<file path="src/rtl/rcg_pkg.sv">
package rcg_pkg;
   localparam int REG_W     = 32;
   localparam int ADDR_W    = 3;
   localparam int DIV_W     = 5;
   localparam int SRC_W     = 3;
   localparam int MODE_W    = 2;
   localparam int DIV_LSB   = 0;
   localparam int SRC_LSB   = 8;
   localparam int MODE_LSB  = 12;
   localparam int HWCTL_BIT = 20;
   localparam int MAX_SRC   = 1 << SRC_W;
   localparam logic [MODE_W-1:0] MODE_FRAC = 2'd2;

   typedef enum logic [ADDR_W-1:0] {
      A_CFG = 3'd0,
      A_MV  = 3'd1,
      A_NV  = 3'd2,
      A_DV  = 3'd3,
      A_CMD = 3'd4
   } rcg_addr_e;
endpackage

</file>
<file path="src/rtl/rcg_regs.sv">
module rcg_regs
   import rcg_pkg::*;
#(
   parameter int MND_W = 8
) (
   input  logic                 clk,
   input  logic                 rst_n,
   input  logic                 wr_en,
   input  logic [ADDR_W-1:0]    wr_addr,
   input  logic [REG_W-1:0]     wr_data,
   input  logic [ADDR_W-1:0]    rd_addr,
   input  logic                 boundary,
   output logic [REG_W-1:0]     rd_data,
   output logic [DIV_W-1:0]     act_div,
   output logic [SRC_W-1:0]     act_src,
   output logic [MODE_W-1:0]    act_mode,
   output logic [MND_W-1:0]     act_m,
   output logic [MND_W-1:0]     act_n,
   output logic [MND_W-1:0]     act_d,
   output logic                 pend,
   output logic                 apply
);
   logic [DIV_W-1:0]  sh_div;
   logic [SRC_W-1:0]  sh_src;
   logic [MODE_W-1:0] sh_mode;
   logic              sh_hw;
   logic [MND_W-1:0]  sh_m, sh_n, sh_d;
   logic              unused_wr;

   assign unused_wr = ^wr_data;
   assign apply     = pend & boundary;

   always_ff @(posedge clk) begin
      if (!rst_n) begin
         sh_div <= '0; sh_src <= '0; sh_mode <= '0; sh_hw <= 1'b0;
         sh_m <= '0; sh_n <= '0; sh_d <= '0;
         act_div <= '0; act_src <= '0; act_mode <= '0;
         act_m <= '0; act_n <= '0; act_d <= '0;
         pend <= 1'b0;
      end else begin
         if (apply) begin
            act_div  <= sh_div;
            act_src  <= sh_src;
            act_mode <= sh_mode;
            act_m    <= sh_m;
            act_n    <= sh_n;
            act_d    <= sh_d;
            pend     <= 1'b0;
         end
         if (wr_en) begin
            case (wr_addr)
               A_CFG: begin
                  sh_div  <= wr_data[DIV_LSB +: DIV_W];
                  sh_src  <= wr_data[SRC_LSB +: SRC_W];
                  sh_mode <= wr_data[MODE_LSB +: MODE_W];
                  sh_hw   <= wr_data[HWCTL_BIT];
               end
               A_MV:  sh_m <= wr_data[MND_W-1:0];
               A_NV:  sh_n <= wr_data[MND_W-1:0];
               A_DV:  sh_d <= wr_data[MND_W-1:0];
               A_CMD: if (wr_data[0]) pend <= 1'b1;
               default: ;
            endcase
         end
      end
   end

   always_comb begin
      rd_data = '0;
      case (rd_addr)
         A_CFG: begin
            rd_data[DIV_LSB +: DIV_W]   = sh_div;
            rd_data[SRC_LSB +: SRC_W]   = sh_src;
            rd_data[MODE_LSB +: MODE_W] = sh_mode;
            rd_data[HWCTL_BIT]          = sh_hw;
         end
         A_MV:  rd_data[MND_W-1:0] = sh_m;
         A_NV:  rd_data[MND_W-1:0] = sh_n;
         A_DV:  rd_data[MND_W-1:0] = sh_d;
         A_CMD: rd_data[0]         = pend;
         default: ;
      endcase
   end
endmodule

</file>
<file path="src/rtl/rcg_prediv.sv">
module rcg_prediv
   import rcg_pkg::*;
(
   input  logic             clk,
   input  logic             rst_n,
   input  logic             clr,
   input  logic             en_in,
   input  logic [DIV_W-1:0] div,
   output logic             pulse
);
   localparam int CNT_W = DIV_W + 1;

   logic [CNT_W-1:0] cnt, cnt_nxt, sum, lim;

   assign sum = cnt + CNT_W'(2);
   assign lim = {1'b0, div} + CNT_W'(1);

   always_comb begin
      pulse   = 1'b0;
      cnt_nxt = cnt;
      if (div == '0) begin
         pulse = en_in;
      end else if (en_in) begin
         if (sum >= lim) begin
            pulse   = 1'b1;
            cnt_nxt = sum - lim;
         end else begin
            cnt_nxt = sum;
         end
      end
   end

   always_ff @(posedge clk) begin
      if (!rst_n || clr) cnt <= '0;
      else               cnt <= cnt_nxt;
   end
endmodule

</file>
<file path="src/rtl/rcg_mnd.sv">
module rcg_mnd #(
   parameter int MND_W = 8
) (
   input  logic             clk,
   input  logic             rst_n,
   input  logic             clr,
   input  logic             en_in,
   input  logic             active,
   input  logic [MND_W-1:0] m_val,
   input  logic [MND_W-1:0] n_inv,
   input  logic [MND_W-1:0] d_inv,
   output logic             pulse,
   output logic             duty_nxt
);
   localparam int ACC_W = MND_W + 1;

   logic [MND_W-1:0] n_dec, d_dec;
   logic [ACC_W-1:0] acc, acc_nxt, sum;

   assign n_dec = (~n_inv) + m_val;
   assign d_dec = ~d_inv;
   assign sum   = acc + {1'b0, m_val};

   always_comb begin
      pulse    = en_in;
      acc_nxt  = '0;
      duty_nxt = 1'b0;
      if (active) begin
         pulse   = 1'b0;
         acc_nxt = acc;
         if (en_in) begin
            if (sum >= {1'b0, n_dec}) begin
               pulse   = 1'b1;
               acc_nxt = sum - {1'b0, n_dec};
            end else begin
               acc_nxt = sum;
            end
         end
         duty_nxt = (acc_nxt < {1'b0, d_dec});
      end
   end

   always_ff @(posedge clk) begin
      if (!rst_n || clr) acc <= '0;
      else               acc <= acc_nxt;
   end
endmodule

</file>
<file path="src/rtl/clk_root_gen.sv">
module clk_root_gen
   import rcg_pkg::*;
#(
   parameter int NSRC    = 8,
   parameter int MND_W   = 8,
   parameter bit USE_MND = 1'b1
) (
   input  logic              clk,
   input  logic              rst_n,
   input  logic [NSRC-1:0]   src_en,
   input  logic              wr_en,
   input  logic [2:0]        wr_addr,
   input  logic [31:0]       wr_data,
   input  logic [2:0]        rd_addr,
   output logic [31:0]       rd_data,
   output logic              clk_en_o,
   output logic              duty_o
);
   if (NSRC < 1 || NSRC > MAX_SRC) begin : g_bad_nsrc
      $error("clk_root_gen: NSRC must lie in 1..8");
   end
   if (MND_W < 2 || MND_W > 16) begin : g_bad_mndw
      $error("clk_root_gen: MND_W must lie in 2..16");
   end

   logic [DIV_W-1:0]   act_div;
   logic [SRC_W-1:0]   act_src;
   logic [MODE_W-1:0]  act_mode;
   logic [MND_W-1:0]   act_m, act_n, act_d;
   logic               pend, apply;
   logic [MAX_SRC-1:0] src_pad;
   logic               sel_en, pd_pulse, out_pulse, duty_nxt, mnd_on;

   assign src_pad = MAX_SRC'(src_en);
   assign sel_en  = src_pad[act_src];
   assign mnd_on  = (act_mode == MODE_FRAC);

   rcg_regs #(.MND_W(MND_W)) u_regs (
      .clk(clk), .rst_n(rst_n),
      .wr_en(wr_en), .wr_addr(wr_addr), .wr_data(wr_data),
      .rd_addr(rd_addr), .boundary(out_pulse), .rd_data(rd_data),
      .act_div(act_div), .act_src(act_src), .act_mode(act_mode),
      .act_m(act_m), .act_n(act_n), .act_d(act_d),
      .pend(pend), .apply(apply)
   );

   rcg_prediv u_prediv (
      .clk(clk), .rst_n(rst_n), .clr(apply),
      .en_in(sel_en), .div(act_div), .pulse(pd_pulse)
   );

   if (USE_MND) begin : g_frac
      rcg_mnd #(.MND_W(MND_W)) u_mnd (
         .clk(clk), .rst_n(rst_n), .clr(apply),
         .en_in(pd_pulse), .active(mnd_on),
         .m_val(act_m), .n_inv(act_n), .d_inv(act_d),
         .pulse(out_pulse), .duty_nxt(duty_nxt)
      );
   end else begin : g_nofrac
      assign out_pulse = pd_pulse;
      assign duty_nxt  = 1'b0;
   end

   always_ff @(posedge clk) begin
      if (!rst_n) begin
         clk_en_o <= 1'b0;
         duty_o   <= 1'b0;
      end else begin
         clk_en_o <= out_pulse;
         duty_o   <= duty_nxt;
      end
   end
endmodule

</file>
<file path="config.mk">
export PLATFORM = sky130hd
export DESIGN_NAME = clk_root_gen
export DESIGN_NICKNAME = d
export VERILOG_FILES = /design/src/rtl/rcg_pkg.sv /design/src/rtl/rcg_regs.sv /design/src/rtl/rcg_prediv.sv /design/src/rtl/rcg_mnd.sv /design/src/rtl/clk_root_gen.sv
export SDC_FILE = /design/constraint.sdc
export NUM_CORES = 1
export LEC_CHECK = 0
export BUFFER_PORTS_ARGS = -buffer_cell sky130_fd_sc_hd__buf_2
export CAP_MARGIN = 40
export CORE_ASPECT_RATIO = 0.9
export CORE_UTILIZATION = 45
export CTS_BUF_LIST = sky130_fd_sc_hd__clkbuf_4 sky130_fd_sc_hd__clkbuf_8
export DETAILED_ROUTE_END_ITERATION = 7
export GPL_TIMING_DRIVEN = 0
export PLACE_DENSITY = 0.69
export SETUP_SLACK_MARGIN = 0.15
export SLEW_MARGIN = 10
export SYNTH_ARGS = -nofsm -noshare
export SYNTH_HDL_FRONTEND = slang
export SYNTH_SLANG_ARGS = --single-unit
</file>
<file path="constraint.sdc">
create_clock -name clk -period 4.3 [get_ports clk]
set_clock_uncertainty 0.15 [all_clocks]
set_input_delay 1.29 -clock clk [delete_from_list [all_inputs] [get_ports clk]]
set_output_delay 1.29 -clock clk [all_outputs]
set_load 0.03 [all_outputs]
</file>
==> results of run 1 <==
[registers in the layout (all words and copies together) (netlist names)]
register,count
u_regs.act_div,5
u_prediv.cnt,6
u_regs.act_n,8
u_regs.act_d,8
u_regs.act_m,8
g_frac.u_mnd.acc,9
u_regs.act_mode,2
u_regs.sh_hw,1
u_regs.act_src,3
u_regs.sh_div,5
u_regs.sh_n,8
clk_en_o,1
u_regs.pend,1
duty_o,1
u_regs.sh_m,8
u_regs.sh_mode,2
u_regs.sh_d,8
u_regs.sh_src,3
[power groups by stage]
stage               clock (mW)  sequential, mW  combinational (mW)
detailed placement           0           0.838               0.130
CTS                      0.642           0.819               0.132
global placement             0           0.838               0.127
floorplan                    0           0.837              0.0916
global route             0.678           0.820               0.146
finish                   0.636           0.818               0.135
[timing repair]
item,CTS,global route
resized for setup,22,33
buffers inserted,11,8
cloned,0,2
pin swaps,17,19
hold endpoints to repair,0,0
endpoints found under the setup margin,15,45
[logic make-up after synthesis]
family | synth area share, %
xor+xnor | 4.96
other cells | 0.0711
mux | 8.37
fa+ha+maj | 10.8
flops | 33.0
compound gates | 16.3
simple gates | 19.4
buf+inv | 7.14
[layout by cell type (no fill, tap or decap), drive strengths merged, types with 4 or more instances in the layout]
cell | Yosys | routed
nand2 | 109 | 109
buf | 28 | 94
dfxtp | 87 | 87
a21oi | 56 | 56
nor2 | 46 | 46
ha | 39 | 39
inv | 29 | 31
clkbuf | 20 | 30
o21ai | 29 | 29
nand3 | 25 | 25
mux2i | 25 | 25
xnor2 | 19 | 19
nor2b | 18 | 18
conb | 1 | 18
a21o | 11 | 11
xor2 | 10 | 10
and2 | 8 | 8
mux4 | 6 | 6
mux2 | 5 | 5
a311oi | 5 | 5
nand2b | 5 | 5
o21a | 4 | 4
nand4 | 4 | 4
and3 | 4 | 4
a211oi | 4 | 4
fa | 4 | 4
[metal layers]
layer  global-route usage [%]  up-vias  routed length (um)
met1                     29.3     2192                6160
met4                     5.77        0                 143
met5                        0        -                   0
li1                         -     2335                   -
met3                     3.19       16                 556
met2                     37.2      129                6410
[stage by stage]
step	power, mW	hold slack, ns	area, sq um	setup TNS [ns]
after floorplan	0.928	0.281	5420	-0.137
after global placement	0.966	0.294	5840	-0.744
after detailed placement	0.969	0.296	5850	-0.716
after CTS	1.59	0.311	6240	-0.218
after global routing	1.64	0.329	6380	-0.564
final	1.59	0.308	6380	-0.312
[worst paths after layout]
check                           depth (start not counted)  slack (ns)                      endpoint                          from
worst min register to register                          2        0.31  u_regs.act_n[5]$_SDFFE_PN0P_  u_regs.act_n[5]$_SDFFE_PN0P_
worst max-delay path                                   21       -0.31             duty_o$_SDFF_PN0_  u_regs.act_m[0]$_SDFFE_PN0P_
worst max register to register                         21       -0.31             duty_o$_SDFF_PN0_  u_regs.act_m[0]$_SDFFE_PN0P_
worst min-delay path                                    2        0.31  u_regs.act_n[5]$_SDFFE_PN0P_  u_regs.act_n[5]$_SDFFE_PN0P_
[area by class of cell]
type,count,area (sq um)
clock inverters,7,95.1
flip-flops and latches,87,1750
plain buffers,48,290
clock buffers,9,124
repair buffers,67,405
fillers,1058,5050
inverters,29,109
multi-input cells,490,3410
well taps,156,195
[critical path, cell delays in order (launching register included)]
cell	delay, ns
dfxtp_4	0.39
ha_4	0.14
inv_2	0.04
fa_2	0.35
nand2b_4	0.16
a21oi_4	0.20
a21o_1	0.17
a21oi_2	0.06
xor2_1	0.17
ha_1	0.33
and2_4	0.16
and3_4	0.17
a32o_2	0.27
or2_1	0.21
buf_6	0.15
mux2i_4	0.19
a21oi_2	0.15
ha_1	0.25
a21o_1	0.19
a2111oi_4	0.28
o21ai_1	0.13
a211oi_2	0.23
==> flow_summary.toml, run 1 <==
[run_status]
status = "complete, but fails checks"
violations = "setup timing"

[clocking]
h-tree-depth = 3
cts_tree = "built"
cts_hold_buf = 0
cts_inserted_buffers = 9
cts_sinks = 87
clk_pin_slew_ns = 0.09
clk-insertion-delay-late_ns = 0.36
root_buffer = "clkbuf_8"
clk_path_buf_depth = 2

[global_route]
first_global_vias = 4357
antenna_found_initial = 0
grt_max_degree = 16
grt_usage_pct = 22.1
grt_pass1_wl_um = 21200
grt.overflow.total = 0

[synthesis]
synth-async-reset-ratio_pct = 0
syn_area_sq_mm = 0.00528
synth_top_flop_cell = "dfxtp_1"
synth_cells = 637
synth.distinct_cells = 59
ys_ff_latch = 87
netlist_top_cells_area = "dfxtp_1 (33%), ha_1 (9.2%), nand2_1 (7.7%)"
synth_area_leader_cell = "dfxtp_1"
ys_warn_count = 0
synth_edf_count = 0
synthTopCellsByCount = "nand2_1 (108), dfxtp_1 (87), a21oi_1 (55)"
yosysSeqAreaShare_pct = 33.0
synth_top_area_share_pct = 33.0
syn_area_per_cell_sq_um = 8.29
synth.most_common_cell = "nand2_1"

[sta]
max_freq_ghz = 0.217
rsz0062_at_grt = "true"
drv_slew = 0
post-route-period-util_pct = 107
hold_viol_final = 0
postLayoutSetupSlackWorst_ns = -0.312
tightest_slew_ns = 0.676
max_slew_margin_pct = 55.0
setup_viol = 1
period_needed_ns = 4.61

[pwr]
swShare_pct = 25.2
ir_drop_mv = 0.159
clock_power_share_pct = 40.0
p_int_mw = 1.19
pwr-share-seq_pct = 51.5
p_leak_nw = 2.69
powerDensity_mw_per_mm2 = 249
combPwrFrac_pct = 8.5
power.switching_uw = 401

[worst_hold_path]
hp-class = "flip-flop to flip-flop"

[drt]
drt_wl_total_um = 13300
num_vias = 4672
routed_via_density = 5.23
drc_errors = 0
ant_nets = 0
dr.pass1.iters = 5
drt-wirelength-per-cell_um = 14.9
drtIter0Drc = 241

[floorplanning]
die_h_um = 105
start_util_pct = 46.2
fp.dieW_um = 116
ioPinCount = 83
core_area_sq_mm = 0.0114
die-area_sq_mm = 0.0122
rows = 37

[placed_design]
io_buffers = 45
post-dp-hpwl_um = 10000
pre_cts_slack_ns = -0.716
dp_cells = 856
place.gp.congestion = 0.889

[setup_path]
cp-start-kind = "flip-flop"
cp.arrival_ns = 4.74
critPathMaxFanout = 7
cp-end-kind = "flip-flop"
crit_type = "flip-flop to flip-flop"
crit_required_ns = 4.42

[finish]
drive_gt1_share_pct = 23.2
post-route-util_pct = 55.8
stdcell_count = 893
fin_nets = 824
diodes = 0
areaGrowthSynthToFinish_pct = 21.0

[flow_run]
cap_viol_max_count = 0
No activity file was read; power rests on OpenSTA's default activity.
==> run 2, diff against run 1 <==
--- a/config.mk
+++ b/config.mk
@@ -12,7 +12,7 @@
 export CTS_BUF_LIST = sky130_fd_sc_hd__clkbuf_4 sky130_fd_sc_hd__clkbuf_8
 export DETAILED_ROUTE_END_ITERATION = 7
 export GPL_TIMING_DRIVEN = 0
-export PLACE_DENSITY = 0.69
+export PLACE_DENSITY = 0.67
 export SETUP_SLACK_MARGIN = 0.15
 export SLEW_MARGIN = 10
 export SYNTH_ARGS = -nofsm -noshare
==> constraint.sdc (replaced) <==
create_clock -name clk -period 5.1 [get_ports clk]
set_clock_uncertainty 0.15 [all_clocks]
set_input_delay 1.53 -clock clk [delete_from_list [all_inputs] [get_ports clk]]
set_output_delay 1.53 -clock clk [all_outputs]
set_load 0.03 [all_outputs]
==> flow_summary.toml, run 2 (synthesis results as in run 1) <==
[sta]
postLayoutSetupSlackWorst_ns = 0.326
whs_ns = 0.306
post-route-period-util_pct = 93.6
rsz0062_at_grt = "false"
max_slew_margin_pct = 53.3
drv_slew = 0
fin_tns_setup_ns = 0
tightest_slew_ns = 0.701
max_freq_ghz = 0.209
setup_viol = 0
period_needed_ns = 4.77
hold_viol_final = 0

[finish]
multi_input_area_sq_mm = 0.00333
finalInstanceArea_sq_mm = 0.00617
drive_gt1_share_pct = 18.4
stdcell_count = 880
regMostFlops = "g_frac.u_mnd.acc"
diodes = 0
areaGrowthSynthToFinish_pct = 17.0
final_cell_mix = "nand2_1 (108), dfxtp_1 (84), a21oi_1 (50)"
post-route-util_pct = 54.0
fill_cells = 1082
final_common_cell = "nand2_1"
largest_reg_flops = 9
fin_nets = 811
regArea_sq_mm = 0.00175

[pwr]
p_leak_nw = 2.58
ir_drop_mv = 0.157
powerDensity_mw_per_mm2 = 218
power_mw = 1.35

[clocking]
clk-insertion-delay-late_ns = 0.36
cts_sinks = 87
h-tree-depth = 3
cts_hold_buf = 0
cts_tree = "built"
clk_path_buf_depth = 2
root_buffer = "clkbuf_8"
cts_inserted_buffers = 9
clk_pin_slew_ns = 0.09

[setup_path]
critical_path_buf_inv_count = 2
cp-end-kind = "flip-flop"
crit_required_ns = 5.23
cp-start-kind = "flip-flop"
crit_family = "compound AO/OA/AOI/OAI gates"
reg2reg_from = "u_regs.act_m[0]$_SDFFE_PN0P_"
r2r_cells = 21
critPathMaxFanout = 9
path_depth = 21
cp_slowest_cell = "dfxtp_2"
cp.arrival_ns = 4.90
crit_path_max_incr_delay_ns = 0.36
crit_type = "flip-flop to flip-flop"
cp-startpoint = "u_regs.act_m[0]$_SDFFE_PN0P_"
path_cells = "ha_2, inv_1, fa_2, nand2b_4, a21oi_4, a21o_1, a21oi_1, xor2_1, ha_1, and2_1, and3_1, a32o_2, or2_1, buf_6, mux2i_4, a21oi_2, ha_1, a21o_1, a2111oi_4, o21ai_1, a211oi_2"

[placed_design]
io_buffers = 45
dp_cells = 856
pre_cts_slack_ns = -0.313
postPlaceCellArea_sq_mm = 0.00577
place.gp.congestion = 0.899
post-dp-hpwl_um = 9850

[drt]
drt_wl_total_um = 12800
ant_nets = 0
drtIter0Drc = 229
dr.pass1.iters = 4
num_vias = 4538
routed_via_density = 5.16
drc_errors = 0
drt-wirelength-per-cell_um = 14.5

[global_route]
antenna_found_initial = 0
grt_max_degree = 16
grt_usage_pct = 21.5
first_global_vias = 4246
grt.overflow.total = 0
grt_pass1_wl_um = 20500

[worst_hold_path]
holdCritStartpoint = "u_regs.act_n[0]$_SDFFE_PN0P_"
hold_depth = 2
hp-class = "flip-flop to flip-flop"

[floorplanning]
fp.dieW_um = 116
core_area_sq_mm = 0.0114
start_util_pct = 46.2
ioPinCount = 83
die-area_sq_mm = 0.0122
die_h_um = 105
rows = 37

[flow_run]
cap_viol_max_count = 0

[run_status]
status = "completed"
-- run 2: changes by cell type in the layout (fill, tap and decap cells not counted), sizes merged --
cell	previous run	this run
clkinvlp	1	2
clkinv	2	0
buf	94	81
clkbuf	30	31
-- run 2: routing by layer --
layer	vias to the layer above	wire, um	GRT usage [%]
li1	2319	-	-
met1	2101	6090	29.8
met2	100	5990	34.5
met3	18	417	2.44
met4	0	261	7.14
met5	-	0	0
-- run 2: timing repair --
action / 4_1_cts / 5_1_grt
endpoints found under the setup margin: 1 / 1
resized for setup: 18 / 12
pin swaps: 8 / 8
endpoints found under the hold margin: 0 / 0
setup buffers: 5 / 3
-- run 2: power by group --
part / switching, mW / leakage, nW / internal, mW
combinational: 0.0722 / 1.77 / 0.0403
sequential: 0.00593 / 0.704 / 0.685
clock: 0.258 / 0.107 / 0.285
total: 0.337 / 2.58 / 1.01
-- run 2: final cells by class --
| type | count | share of cell area, % |
|---|---|---|
| inverter | 29 | 1.76 |
| clock inverter | 6 | 1.50 |
| tap | 156 | 3.16 |
| multi-input combinational | 490 | 54.0 |
| timing repair buffer | 54 | 4.74 |
| clock buffer | 10 | 2.13 |
| sequential | 87 | 28.3 |
| buffer | 48 | 4.44 |
-- run 2: worst paths after layout --
kind	end	slack [ns]
hold reg to reg	u_regs.act_n[0]$_SDFFE_PN0P_	0.31
hold / removal	u_regs.act_n[0]$_SDFFE_PN0P_	0.31
setup reg to reg	duty_o$_SDFF_PN0_	0.33
setup / recovery	duty_o$_SDFF_PN0_	0.33
-- run 2: worst register-to-register path, stage by stage, from the launching register on --
cell       delay (ns)
dfxtp_2          0.36
ha_2             0.18
inv_1            0.05
fa_2             0.35
nand2b_4         0.16
a21oi_4          0.19
a21o_1           0.16
a21oi_1          0.07
xor2_1           0.21
ha_1             0.28
and2_1           0.20
and3_1           0.19
a32o_2           0.27
or2_1            0.24
buf_6            0.17
mux2i_4          0.20
a21oi_2          0.16
ha_1             0.27
a21o_1           0.20
a2111oi_4        0.34
o21ai_1          0.12
a211oi_2         0.17
